`config.mk`:
```
export PLATFORM = sky130hd
export DESIGN_NAME = road_ctrl
export DESIGN_NICKNAME = d
export VERILOG_FILES = /design/src/rtl/road_ctrl_pkg.sv /design/src/rtl/road_match_hold.sv /design/src/rtl/road_majority_enc.sv /design/src/rtl/road_thresh_gate.sv /design/src/rtl/road_ctrl.sv
export SDC_FILE = /design/constraint.sdc
export NUM_CORES = 1
export LEC_CHECK = 0
export ABC_CLOCK_PERIOD_IN_PS = 3000
export BUFFER_PORTS_ARGS = -buffer_cell sky130_fd_sc_hd__buf_4
export CORE_AREA = 3 3 40 42
export CTS_CLUSTER_SIZE = 30
export DETAILED_ROUTE_END_ITERATION = 6
export DIE_AREA = 0 0 43 45
export PLACE_DENSITY_LB_ADDON = 0.15
export SYNTH_ARGS = -nofsm -noshare
export SYNTH_HDL_FRONTEND = slang
export SYNTH_HIERARCHICAL = 1
export SYNTH_SLANG_ARGS = --single-unit
```
`constraint.sdc`:
```
create_clock -name clk -period 3 [get_ports clk]
set_clock_uncertainty 0.2 [all_clocks]
set_input_delay 0.15 -clock clk [delete_from_list [all_inputs] [get_ports clk]]
set_output_delay 0.15 -clock clk [all_outputs]
set_load 0.1 [all_outputs]
```
`src/rtl/road_ctrl_pkg.sv`:
```
package road_ctrl_pkg;

    // Layer count of one road, used as the default of the blocks below
    localparam int DEF_LAYERS = 4;

    // Decision state of the threshold gate
    typedef enum logic [1:0] {
        GATE_OFF   = 2'd0,   // road disabled
        GATE_EMPTY = 2'd1,   // nothing held, zero threshold cannot fire
        GATE_SHORT = 2'd2,   // code does not cover threshold
        GATE_PASS  = 2'd3    // road fires
    } gate_state_t;

    // True when every bit of thr is also set in code (8-bit container)
    function automatic logic covers(input logic [7:0] code, input logic [7:0] thr);
        return (code & thr) == thr;
    endfunction

endpackage

```
`src/rtl/road_match_hold.sv`:
```
module road_match_hold #(
    parameter int NUM_LAYERS = road_ctrl_pkg::DEF_LAYERS
) (
    input  logic                  clk,
    input  logic                  rst,
    input  logic                  rearm,
    input  logic [NUM_LAYERS-1:0] layer_hit,
    output logic [NUM_LAYERS-1:0] held
);
    // Sticky per-layer flags; rearm has priority over incoming hits
    always_ff @(posedge clk) begin
        if (rst || rearm)
            held <= '0;
        else
            held <= held | layer_hit;
    end
endmodule

```
`src/rtl/road_majority_enc.sv`:
```
module road_majority_enc #(
    parameter int NUM_LAYERS = road_ctrl_pkg::DEF_LAYERS,
    localparam int CODE_W    = NUM_LAYERS - 1,
    localparam int CNT_W     = $clog2(NUM_LAYERS + 1)
) (
    input  logic [NUM_LAYERS-1:0] held,
    output logic [CODE_W-1:0]     code,
    output logic                  any_held
);
    logic [CNT_W-1:0] n_held;

    always_comb begin
        n_held = '0;
        for (int k = 0; k < NUM_LAYERS; k++)
            n_held = n_held + CNT_W'(held[k]);
    end

    // Code bit i set when at least i+2 layers are held: saturating thermometer
    for (genvar i = 0; i < CODE_W; i++) begin : g_therm
        assign code[i] = (n_held >= CNT_W'(i + 2));
    end

    assign any_held = |held;
endmodule

```
`src/rtl/road_thresh_gate.sv`:
```
module road_thresh_gate #(
    parameter int NUM_LAYERS = road_ctrl_pkg::DEF_LAYERS,
    localparam int CODE_W    = NUM_LAYERS - 1
) (
    input  logic [CODE_W-1:0] code,
    input  logic [CODE_W-1:0] thresh,
    input  logic              any_held,
    input  logic              road_off,
    output logic              road_flag
);
    import road_ctrl_pkg::*;

    gate_state_t state;

    always_comb begin
        if (road_off)
            state = GATE_OFF;
        else if (thresh == '0 && !any_held)
            state = GATE_EMPTY;
        else if (covers(8'(code), 8'(thresh)))
            state = GATE_PASS;
        else
            state = GATE_SHORT;
    end

    assign road_flag = (state == GATE_PASS);
endmodule

```
`src/rtl/road_ctrl.sv`:
```
module road_ctrl #(
    parameter int NUM_LAYERS = road_ctrl_pkg::DEF_LAYERS,
    localparam int CODE_W    = NUM_LAYERS - 1
) (
    input  logic                  clk,
    input  logic                  rst,
    input  logic [NUM_LAYERS-1:0] layer_hit,
    input  logic                  rearm,
    input  logic [CODE_W-1:0]     thresh,
    input  logic                  road_off,
    output logic [CODE_W-1:0]     maj_code,
    output logic                  road_flag
);
    logic [NUM_LAYERS-1:0] layer_seen;
    logic                  any_seen;

    road_match_hold #(.NUM_LAYERS(NUM_LAYERS)) u_hold (
        .clk       (clk),
        .rst       (rst),
        .rearm     (rearm),
        .layer_hit (layer_hit),
        .held      (layer_seen)
    );

    road_majority_enc #(.NUM_LAYERS(NUM_LAYERS)) u_enc (
        .held     (layer_seen),
        .code     (maj_code),
        .any_held (any_seen)
    );

    road_thresh_gate #(.NUM_LAYERS(NUM_LAYERS)) u_gate (
        .code      (maj_code),
        .thresh    (thresh),
        .any_held  (any_seen),
        .road_off  (road_off),
        .road_flag (road_flag)
    );
endmodule

```
# Yosys cells after proc, flatten, opt, wreduce, memory -nomap -nowiden
# Cells that the tools add are included.
[totals]
reg_bits = 4
output_inout_bits = 4
elab_cells = 19
[op_classes]
n_addsub = 3
magnitude_cmp = 3
eq_ne = 2
muxes = 3
bitwise = 2
n_reduce_logical = 5
[ops]
columns = ["cell", "n"]
rows = [
  ["$eq A8 B3 Y1", 1],
  ["$add A3 B1 Y3", 2],
  ["$ge A3 B2 Y1 const B", 2],
  ["$mux W2", 2],
  ["$or A4 B4 Y4", 1],
  ["$reduce_or A4 Y1", 1],
  ["$and A3 B3 Y3", 1],
  ["$ge A3 B3 Y1 const B", 1],
  ["$logic_not A3 Y1", 1],
  ["$add A1 B1 Y2", 1],
  ["$eq A2 B2 Y1 const B", 1],
  ["$logic_and A1 B1 Y1", 1],
  ["$logic_not A1 Y1", 1],
  ["$logic_or A1 B1 Y1", 1],
  ["$mux W1", 1],
]

# Longest topological paths before layout
# Gate-level depths: netlist of run 1.
[depth]
word_depth = 10
depth_mapped = 9
mapped_depth_nobuf = 9

# Hierarchy
# Netlist of run 1, hierarchy kept.
[by_module_without_submodules]
columns = ["mod", "instances", "cells_per_inst", "area_per_inst_um2", "seq_area_each_um2"]
rows = [
  ["road_majority_enc", 1, 17, 128.9, 0.0],
  ["road_match_hold", 1, 9, 116.4, 80.1],
  ["road_thresh_gate", 1, 6, 38.8, 0.0],
]

# Least setup slack after synthesis of run 1
# No wires, ideal clock.
[synth_path]
path_type = "register -> output"
from = "register u_hold.held[0]"
to = "output port road_flag"
arrival_ns = 4.863
required_ns = 2.650
path_slack_ns = -2.213
stages_incl_launch_ff = 9
cell_sequence = "dfxtp_1 inv_1 fa_1 inv_1 ha_1 ha_1 a31o_1 inv_1 a2111oi_2"
[synth_between]
elab_chain_len = 10
elab_cells_between_ends = 15
cone_classes = "add/sub (3); order compare (3); eq/ne (2); mux (3); bitwise (1); reduce/logical (3)"
[synth_lines]
columns = ["item", "line_no", "text"]
rows = [
  ["start, declared", "road_match_hold.sv:8", "output logic [NUM_LAYERS-1:0] held"],
  ["start signal, assigned", "road_match_hold.sv:15", "held <= held | layer_hit;"],
  ["$add A1 B1 Y2", "road_majority_enc.sv:15", "n_held = n_held + CNT_W'(held[k]);"],
  ["$add A3 B1 Y3 (2 in series)", "road_majority_enc.sv:15", ""],
  ["$ge A3 B3 Y1", "road_majority_enc.sv:20", "assign code[i] = (n_held >= CNT_W'(i + 2));"],
  ["net maj_code[2]", "road_ctrl.sv:11", "output logic [CODE_W-1:0] maj_code,"],
  ["$and A3 B3 Y3", "road_ctrl_pkg.sv:16", "return (code & thr) == thr;"],
  ["$eq A8 B3 Y1", "road_ctrl_pkg.sv:16", ""],
  ["$mux W1", "road_thresh_gate.sv:20", "else if (covers(8'(code), 8'(thresh)))"],
  ["$mux W2", "road_thresh_gate.sv:18", "else if (thresh == '0 && !any_held)"],
  ["$mux W2", "road_thresh_gate.sv:16", "if (road_off)"],
  ["$eq A2 B2 Y1", "road_thresh_gate.sv:26", "assign road_flag = (state == GATE_PASS);"],
  ["end, declared", "road_ctrl.sv:12", "output logic road_flag"],
]
# The timed path passes the listed nets, and every way through them passes these cells.

# Final worst setup path of run 1
[layout_path]
from = "register u_hold.held[1]"
to = "output port road_flag"
[layout_between]
elab_chain_len = 10
elab_cells_between_ends = 15
cone_classes = "add/sub (3); order compare (3); eq/ne (2); mux (3); bitwise (1); reduce/logical (3)"
[layout_lines]
columns = ["item", "line_no"]
rows = [
  ["$add A1 B1 Y2", "road_majority_enc.sv:15"],
  ["$add A3 B1 Y3 (2 in series)", "road_majority_enc.sv:15"],
  ["$ge A3 B2 Y1 / $ge A3 B3 Y1 (equally long branches)", "road_majority_enc.sv:20"],
  ["$and A3 B3 Y3", "road_ctrl_pkg.sv:16"],
  ["$eq A8 B3 Y1", "road_ctrl_pkg.sv:16"],
  ["$mux W1", "road_thresh_gate.sv:20"],
  ["$mux W2 (*)", "road_thresh_gate.sv:18"],
  ["$mux W2 (*)", "road_thresh_gate.sv:16"],
  ["$eq A2 B2 Y1 (*)", "road_thresh_gate.sv:26"],
]
# Mark *: on every way between the ends. The rest lies on a longest branch, timed or not.

==> metrics, run 1 <==
number of sinks handled by clock tree synthesis=4; number of flip-flops and latches in the synthesized netlist=4; setup violators final=0; number of I/O pins=15; Post-route DRC=0; sequential fraction of the synthesis area=~28%; cell total after placement=61; commonest non-fill, non-tap cell in the layout=buf_4; root buffer cell=clkbuf_4; global placer's final weighted congestion=roughly 0.67; yosys warns=6; net count after synthesis=a little under 50; cell area after synthesis=284 um2; # resized after CTS=0; arrival time reported for the critical path endpoint=2460 ps; Comb power frac=33.4%; number of different library cells in the post-synthesis netlist=13; drt first pass iters=1; WL final=729 um; static leakage=0.259 nW; worst ir drop on vdd=~0.00019 V; CTS buffer count=3; WL/cell=approximately 10 um; via count=~300; max reg flops=4; CP max stage delay=~470 ps; first-pass GRT wire length=1300 um; Critical path buffers and inverters=5; horizontal die dimension=between 40 and 50 um; peak fanout along the critical path=3; worst path cell trace=inv_1 -> fa_1 -> inv_2 -> ha_4 -> inv_1 -> ha_1 -> a31o_4 -> inv_2 -> a2111oi_4 -> buf_4; number of max-slew violations in the final report=0; die area=~0.0019 mm2; share of Yosys cell area claimed by the top area cell type=28.2%; Reg with most FFs=u_hold/held; uppermost layer routed=met3; transition time at the pin with the least slew margin=~490 ps; share of total power in sequential cells=between 30 and 40%; fin crit share=93.7%; startpoint class of the critical path=flop; cell area power density=333 mW/mm2; final period demand of the worst path=roughly 2800 ps; number of nets with antenna violations after routing=0; library cell with the largest summed area after synthesis=dfxtp_1; largest net degree at the start of global routing=5; CP required=~2700 ps; Clock power frac=35.5%; non-filler instance count after layout=72; DR WL met2=around 400 um; routed wl met3=between 60 and 70 um; cell with the largest stage delay on the worst path=fa_1; DR iter-0 viols=0; utilization after layout=about 44%; number of failing hold endpoints at the final stage=0; internal power=130 uW; critical path class=reg -> out; maximum frequency from static timing analysis=between 300 and 400 MHz; largest cells by area after synthesis=dfxtp_1 28%, ha_1 22%, inv_1 13%; number of antenna violations at the first check in global routing=0; critical path endpoint category=primary output; most frequent cells in the layout=14 x buf_4, 8 x dlygate4sd3_1, 6 x inv_1; proportion of layout cells with a drive suffix above 1=a little under half; initial cell density of the core=between 20% and 30%; via count of the first global-routing pass=approximately 330; antenna diode count=0; GR Overflow Total=0; count of input and output buffers=14; status=completed; Reg clk slew, reported paths=around 40 ps; std cell rows=13; Syn Inst Count=32; vias per inst=a little over 4; maxcap violations=0; Rel. slew slack=67.1%; switching pwr=about 57 uW; type of the tightest min-delay check=in -> out; Worst path top cell family by delay=adder cells; fraction of power spent switching nets=30.6%; Hold Slack=approximately 470 ps; Avg Cell Area, Syn=8.88 um2; DRT met1 WL=between 200 and 300 um; post-CTS setup buffer count=0; clock tree buffer depth=2; setup repair after global routing missed its margin=no; Final nets=76; Worst-Skew Late Latency=230 ps; Die Y=45 um; signed area change from the synthesized netlist to the final layout=97.8%; dpl hpwl=575 um; Core ar.=between 0.001 and 0.0015 mm2; Total Routing Usage GR=under 10%; clock tree from TritonCTS=done; depth of the CTS H-tree=1; registers with the most flip-flops=u_hold/held: 4 flops
final timing paths:
path	start	to	slack (ps)	cells past startpoint
setup / recovery	u_hold/held[1]	road_flag	190	10
hold / removal	road_off	road_flag	470	3
hold reg to reg	u_hold/held[1]	u_hold/held[1]	790	2
setup reg to reg	u_hold/held[2]	u_hold/held[2]	1630	2
cell usage after synthesis:
library cell,instances
inv_1,10
ha_1,5
dfxtp_1,4
o21a_1,4
a2111oi_2,1
a31o_1,1
clkinv_1,1
fa_1,1
nand2_1,1
nor2_1,1
nor2_2,1
nor4_1,1
o22ai_1,1
final cells by class:
| class | instances | area [um2] |
|---|---|---|
| well taps | 15 | 18.8 |
| repair buffers | 22 | 185 |
| fillers | 135 | 723 |
| inverters | 11 | 45.0 |
| multi-input cells | 17 | 209 |
| clock buffers | 3 | 22.5 |
| flip-flops and latches | 4 | 81.3 |
metal layers:
layer	track usage, %	vias to the layer above
li1	-	150
met1	8.98	137
met5	0	-
met2	16.8	12
met3	3.19	0
met4	5.42	0
power by group through the flow:
| stage | Combinational, mW | Clock, mW | Sequential [mW] |
|---|---|---|---|
| after floorplan | 0.0370 | 0 | 0.0587 |
| after global placement | 0.0537 | 0 | 0.0591 |
| after detailed placement | 0.0551 | 0 | 0.0591 |
| after CTS | 0.0634 | 0.0670 | 0.0583 |
| after global routing | 0.0679 | 0.0770 | 0.0586 |
| final | 0.0625 | 0.0665 | 0.0583 |
worst min-delay path: cells and delay by family:
kind	cells	cell delay, ps
buffers and inverters	2	320
AOI/OAI and AO/OA	1	40
cells by family (layout without fill, tap and decap cells):
group           Yosys count  after routing  synth area share (%)
compound gates            7              7                  21.1
fa+ha+maj                 6              6                  29.1
flops                     4              4                  28.2
simple gates              4              4                  7.05
buf+inv                  11             36                  14.5
stage by stage:
step / power (mW) / instance area, um2 / TNS, ps / worst slack, ps
after global placement: 0.113 / 459 / 0 / 463
after CTS: 0.189 / 562 / 0 / 166
final: 0.187 / 562 / 0 / 189
after floorplan: 0.0957 / 335 / -334 / -334
after detailed placement: 0.114 / 459 / 0 / 423
after global routing: 0.203 / 562 / 0 / 62.3
repair_timing:
action | 4_1_cts | 5_1_grt
endpoints found under the hold margin | 4 | 0
setup endpoints to repair | 0 | 0
hold buffers | 8 | 0
Note: power is estimated with default switching activity, not from simulation.
==> run 2, diff against run 1 <==
ABC_CLOCK_PERIOD_IN_PS = 2400   (was 3000)
CTS_BUF_LIST = sky130_fd_sc_hd__clkbuf_2   (was unset)
clock period = 2.4 ns   (was 3 ns; I/O delays follow)
==> metrics, run 2 (same netlist as run 1, synthesis figures left out) <==
final period demand of the worst path=2620 ps; number of nets with antenna violations after routing=0; type of the tightest min-delay check=in -> out; number of sinks handled by clock tree synthesis=4; critical path class=reg -> out; Total Routing Usage GR=under 10%; horizontal die dimension=around 43 um; Post-route DRC=0; cell with the largest stage delay on the worst path=fa_1; depth of the CTS H-tree=1; Register-to-Register Setup Slack=940 ps; Rel. slew slack=69.7%; via count of the first global-routing pass=~350; clock tree buffer depth=2; post-route worst setup slack=-220 ps; initial cell density of the core=approximately 22%; Reg with most FFs=u_hold/held; peak fanout along the critical path=3; utilization after layout=a little under half; maximum frequency from static timing analysis=between 300 and 400 MHz; Worst-Skew Late Latency=~190 ps; cell total after placement=64; signed area change from the synthesized netlist to the final layout=111%; via count=roughly 320; largest net degree at the start of global routing=5; die area=just under 0.002 mm2; drt first pass iters=3; Die Y=between 40 and 50 um; proportion of layout cells with a drive suffix above 1=between 60% and 70%; setup violators final=1; Power, Total=approximately 210 uW; post-CTS setup buffer count=0; static leakage=around 0.27 nW; Worst path top cell family by delay=adder cells; GR Overflow Total=0; registers with the most flip-flops=u_hold/held: 4 flops; switching pwr=about 70 uW; worst ir drop on vdd=roughly 0.00023 V; number of I/O pins=15; max reg flops=4; antenna diode count=0; Final nets=just under 80; DR iter-0 viols=3; count of input and output buffers=14; CP required=2080 ps; transition time at the pin with the least slew margin=451 ps; most frequent cells in the layout=16 x buf_4, 8 x dlygate4sd3_1, 5 x inv_2; cell area power density=about 360 mW/mm2; internal power=~140 uW; first-pass GRT wire length=between 1000 and 1500 um; Clock power frac=27.1%; number of max-slew violations in the final report=0; WL final=between 700 and 800 um; fraction of power spent switching nets=between 30% and 40%; share of total power in sequential cells=roughly 34%; violated checks=negative setup slack; maxcap violations=0; number of antenna violations at the first check in global routing=0; CP max stage delay=approximately 460 ps; setup repair after global routing missed its margin=yes; number of failing hold endpoints at the final stage=0; clock tree from TritonCTS=done; Core ar.=about 0.0013 mm2; Crit path top cell by count=inv_2; WL/cell=between 10 and 15 um; vias per inst=between 4 and 5; fin crit share=109%; commonest non-fill, non-tap cell in the layout=buf_4; worst path cell trace=inv_2 -> fa_1 -> inv_2 -> ha_4 -> inv_2 -> ha_4 -> a31o_4 -> inv_2 -> a2111oi_4 -> buf_6; Critical path buffers and inverters=5; status=complete, but fails checks; Reg clk slew, reported paths=roughly 40 ps; non-filler instance count after layout=75; Comb power frac=between 30 and 40%; arrival time reported for the critical path endpoint=around 2300 ps; critical path endpoint category=primary output; root buffer cell=clkbuf_2; global placer's final weighted congestion=0.664; CTS buffer count=3; std cell rows=13; startpoint class of the critical path=flop
-- run 2: per-stage QoR --
stage	TNS, ps	worst slack (ps)	hold WS [ps]	instance area [um2]
6_report	-220	-220	359	598
2_1_floorplan	-904	-904	43.7	335
3_5_place_dp	-133	-133	133	482
4_1_cts	-249	-249	363	597
5_1_grt	-399	-359	367	598
3_3_place_gp	-57.7	-57.7	130	482
-- run 2: power by group through the flow --
| stage | logic, mW | clock network, mW | registers [mW] |
|---|---|---|---|
| detailed placement | 0.0712 | 0 | 0.0739 |
| global placement | 0.0698 | 0 | 0.0737 |
| floorplan | 0.0463 | 0 | 0.0734 |
| CTS | 0.0836 | 0.0609 | 0.0730 |
| finish | 0.0830 | 0.0581 | 0.0732 |
| global route | 0.0902 | 0.0690 | 0.0734 |
-- run 2: worst paths after layout --
kind,start,endpoint,depth (start not counted)
min reg2reg,u_hold/held[0],u_hold/held[0],2
min,road_off,road_flag,3
max reg2reg,u_hold/held[3],u_hold/held[3],3
max,u_hold/held[1],road_flag,10
-- run 2: worst min-delay path, delay by kind of cell --
family / cells / cell delay, ps
AOI/OAI and AO/OA: 1 / 40
buffers and inverters: 2 / 270
-- run 2: timing repair --
| item | 4_1_cts | 5_1_grt |
|---|---|---|
| pin swaps | 0 | 0 |
| hold buffers | 8 | 0 |
| gates resized for setup | 6 | 1 |
| hold endpoints to repair | 4 | 0 |
| setup endpoints to repair | 1 | 2 |
-- run 2: cell type report --
type,instances,area [um2]
well taps,15,18.8
inverters,11,45.0
repair buffers,25,211
multi-input cells,17,224
fillers,132,687
flip-flops and latches,4,83.8
clock buffers,3,15.0
-- run 2: layer usage --
metal | share of wire (%) | track usage, % | vias up
li1 | - | - | 156
met1 | 37 | 7.69 | 149
met2 | 55 | 19.8 | 12
met3 | 8.0 | 3.98 | 0
met4 | 0 | 0 | 0
met5 | 0 | 0 | -
==> run 3, diff against run 2 <==
CELL_PAD_IN_SITES_DETAIL_PLACEMENT = 0   (was unset)
CELL_PAD_IN_SITES_GLOBAL_PLACEMENT = 1   (was unset)
==> metrics, run 3 (same netlist as run 1, synthesis figures left out) <==
Worst R2R End=u_hold/held[3]; setup repair after global routing missed its margin=yes; post-route worst setup slack=-253 ps; Post-route DRC=0; Rel. slew slack=between 60% and 70%; CP max stage delay=about 480 ps; worst ir drop on vdd=roughly 0.00018 V; startpoint class of the critical path=flop; transition time at the pin with the least slew margin=around 460 ps; maximum frequency from static timing analysis=377 MHz; Hold Path Sink=road_flag; signed area change from the synthesized netlist to the final layout=120%; critical path endpoint category=primary output; Post-Place Cell Area=between 400 and 500 um2; Critical path buffers and inverters=5; Reg area=83.8 um2; reg2reg path depth=3; GR Overflow Total=0; number of nets with antenna violations after routing=0; Die Y=between 40 and 50 um; Hold Slack=about 360 ps; number of max-slew violations in the final report=0; max reg flops=4; fin crit share=111%; first-pass GRT wire length=roughly 1400 um; number of I/O pins=15; count of input and output buffers=14; cell total after placement=65; final period demand of the worst path=between 2000 and 3000 ps; Worst-Skew Late Latency=around 210 ps; die area=between 0.0015 and 0.002 mm2; initial cell density of the core=between 20% and 30%; worst path cell trace=inv_2 -> fa_1 -> inv_2 -> ha_4 -> inv_2 -> ha_4 -> a31o_4 -> inv_2 -> a2111oi_4 -> buf_6; dpl hpwl=a little under 600 um; registers with the most flip-flops=u_hold/held: 4 flops; DR iter-0 viols=1; WL final=between 700 and 800 um; final design area excluding fillers=626 um2; startpoint of the most critical register-to-register path=u_hold/held[3]; Reg clk slew, reported paths=50 ps; proportion of layout cells with a drive suffix above 1=between 60% and 70%; via count of the first global-routing pass=350; number of failing hold endpoints at the final stage=0; Crit path top cell by count=inv_2; beginning of the worst hold path=road_off; vias per inst=about 4.2; most frequent cells in the layout=17 x buf_4, 8 x dlygate4sd3_1, 5 x inv_2; maxcap violations=0; CTS buffer count=3; CP required=between 2000 and 2500 ps; root buffer cell=clkbuf_2; status=complete, but fails checks; Register-to-Register Setup Slack=950 ps; cell with the largest stage delay on the worst path=fa_1; number of antenna violations at the first check in global routing=0; Reg with most FFs=u_hold/held; depth of the CTS H-tree=1; number of fillers in the final layout=131; commonest non-fill, non-tap cell in the layout=buf_4; antenna diode count=0; Core ar.=between 0.001 and 0.0015 mm2; arrival time reported for the critical path endpoint=around 2300 ps; clock tree from TritonCTS=done; drt first pass iters=2; std cell rows=13; violated checks=negative setup slack; global placer's final weighted congestion=between 0.7 and 0.8; largest net degree at the start of global routing=5; type of the tightest min-delay check=in -> out; via count=324; horizontal die dimension=43 um; Power, Total=about 220 uW; setup violators final=2; Total Routing Usage GR=9.73%; Final nets=81; static leakage=approximately 0.29 nW; area of the multi-input gates=224 um2; number of sinks handled by clock tree synthesis=4; hold depth=3; WL/cell=~9.8 um; peak fanout along the critical path=3; Worst path top cell family by delay=adder cells; non-filler instance count after layout=77; cell area power density=358 mW/mm2; clock tree buffer depth=2; critical path class=reg -> out
[run 3: how the worst max path moves through the flow]
stage,end,from,slack [ps],cells past startpoint
after floorplan,road_flag,u_hold/held[3],-900,8
after global placement,road_flag,u_hold/held[1],-50,10
after detailed placement,road_flag,u_hold/held[1],-110,10
after CTS,road_flag,u_hold/held[3],-270,10
after global routing,road_flag,u_hold/held[3],-370,10
final,road_flag,u_hold/held[3],-250,10
[run 3: repair_timing]
item | in CTS | in global routing
hold buffers | 8 | 0
gates resized for setup | 4 | 6
buffers inserted | 0 | 1
endpoints found under the setup margin | 1 | 2
endpoints found under the hold margin | 4 | 0
[run 3: report_power, final]
group	leakage, nW	internal, mW	total [mW]	switching (mW)
combinational	0.239	0.0441	0.0877	0.0436
clock	0.0125	0.0336	0.0631	0.0295
sequential	0.0341	0.0704	0.0731	0.00269
[run 3: layer usage]
layer	wire length (um)	global-route usage [%]	vias up	share of wire [%]
li1	-	-	160	-
met1	252	8.89	149	33
met2	418	16.8	13	55
met3	74	5.98	2	9.8
met4	10	5.42	0	1.3
met5	0	0	-	0
[run 3: stage by stage]
step,TNS [ps],setup WS [ps],utilization (%)
global route,-497,-366,48.7
global placement,-50.3,-50.3,38.1
floorplan,-904,-904,-
finish,-301,-253,48.7
detailed placement,-112,-112,38.1
CTS,-266,-266,46.8
[run 3: layout make-up]
class / instances / share of cell area [%]
Timing Repair Buffer: 27 / 38.2
Multi-Input combinational cell: 17 / 35.8
Clock buffer: 3 / 2.40
Inverter: 11 / 7.20
Sequential cell: 4 / 13.4
Tap cell: 15 / 3.00
[run 3: worst reg2reg max path, stage by stage (launching register included)]
cell and delay, ps:
dfxtp_2 320, buf_4 130, o21a_1 150, dlygate4sd3_1 540
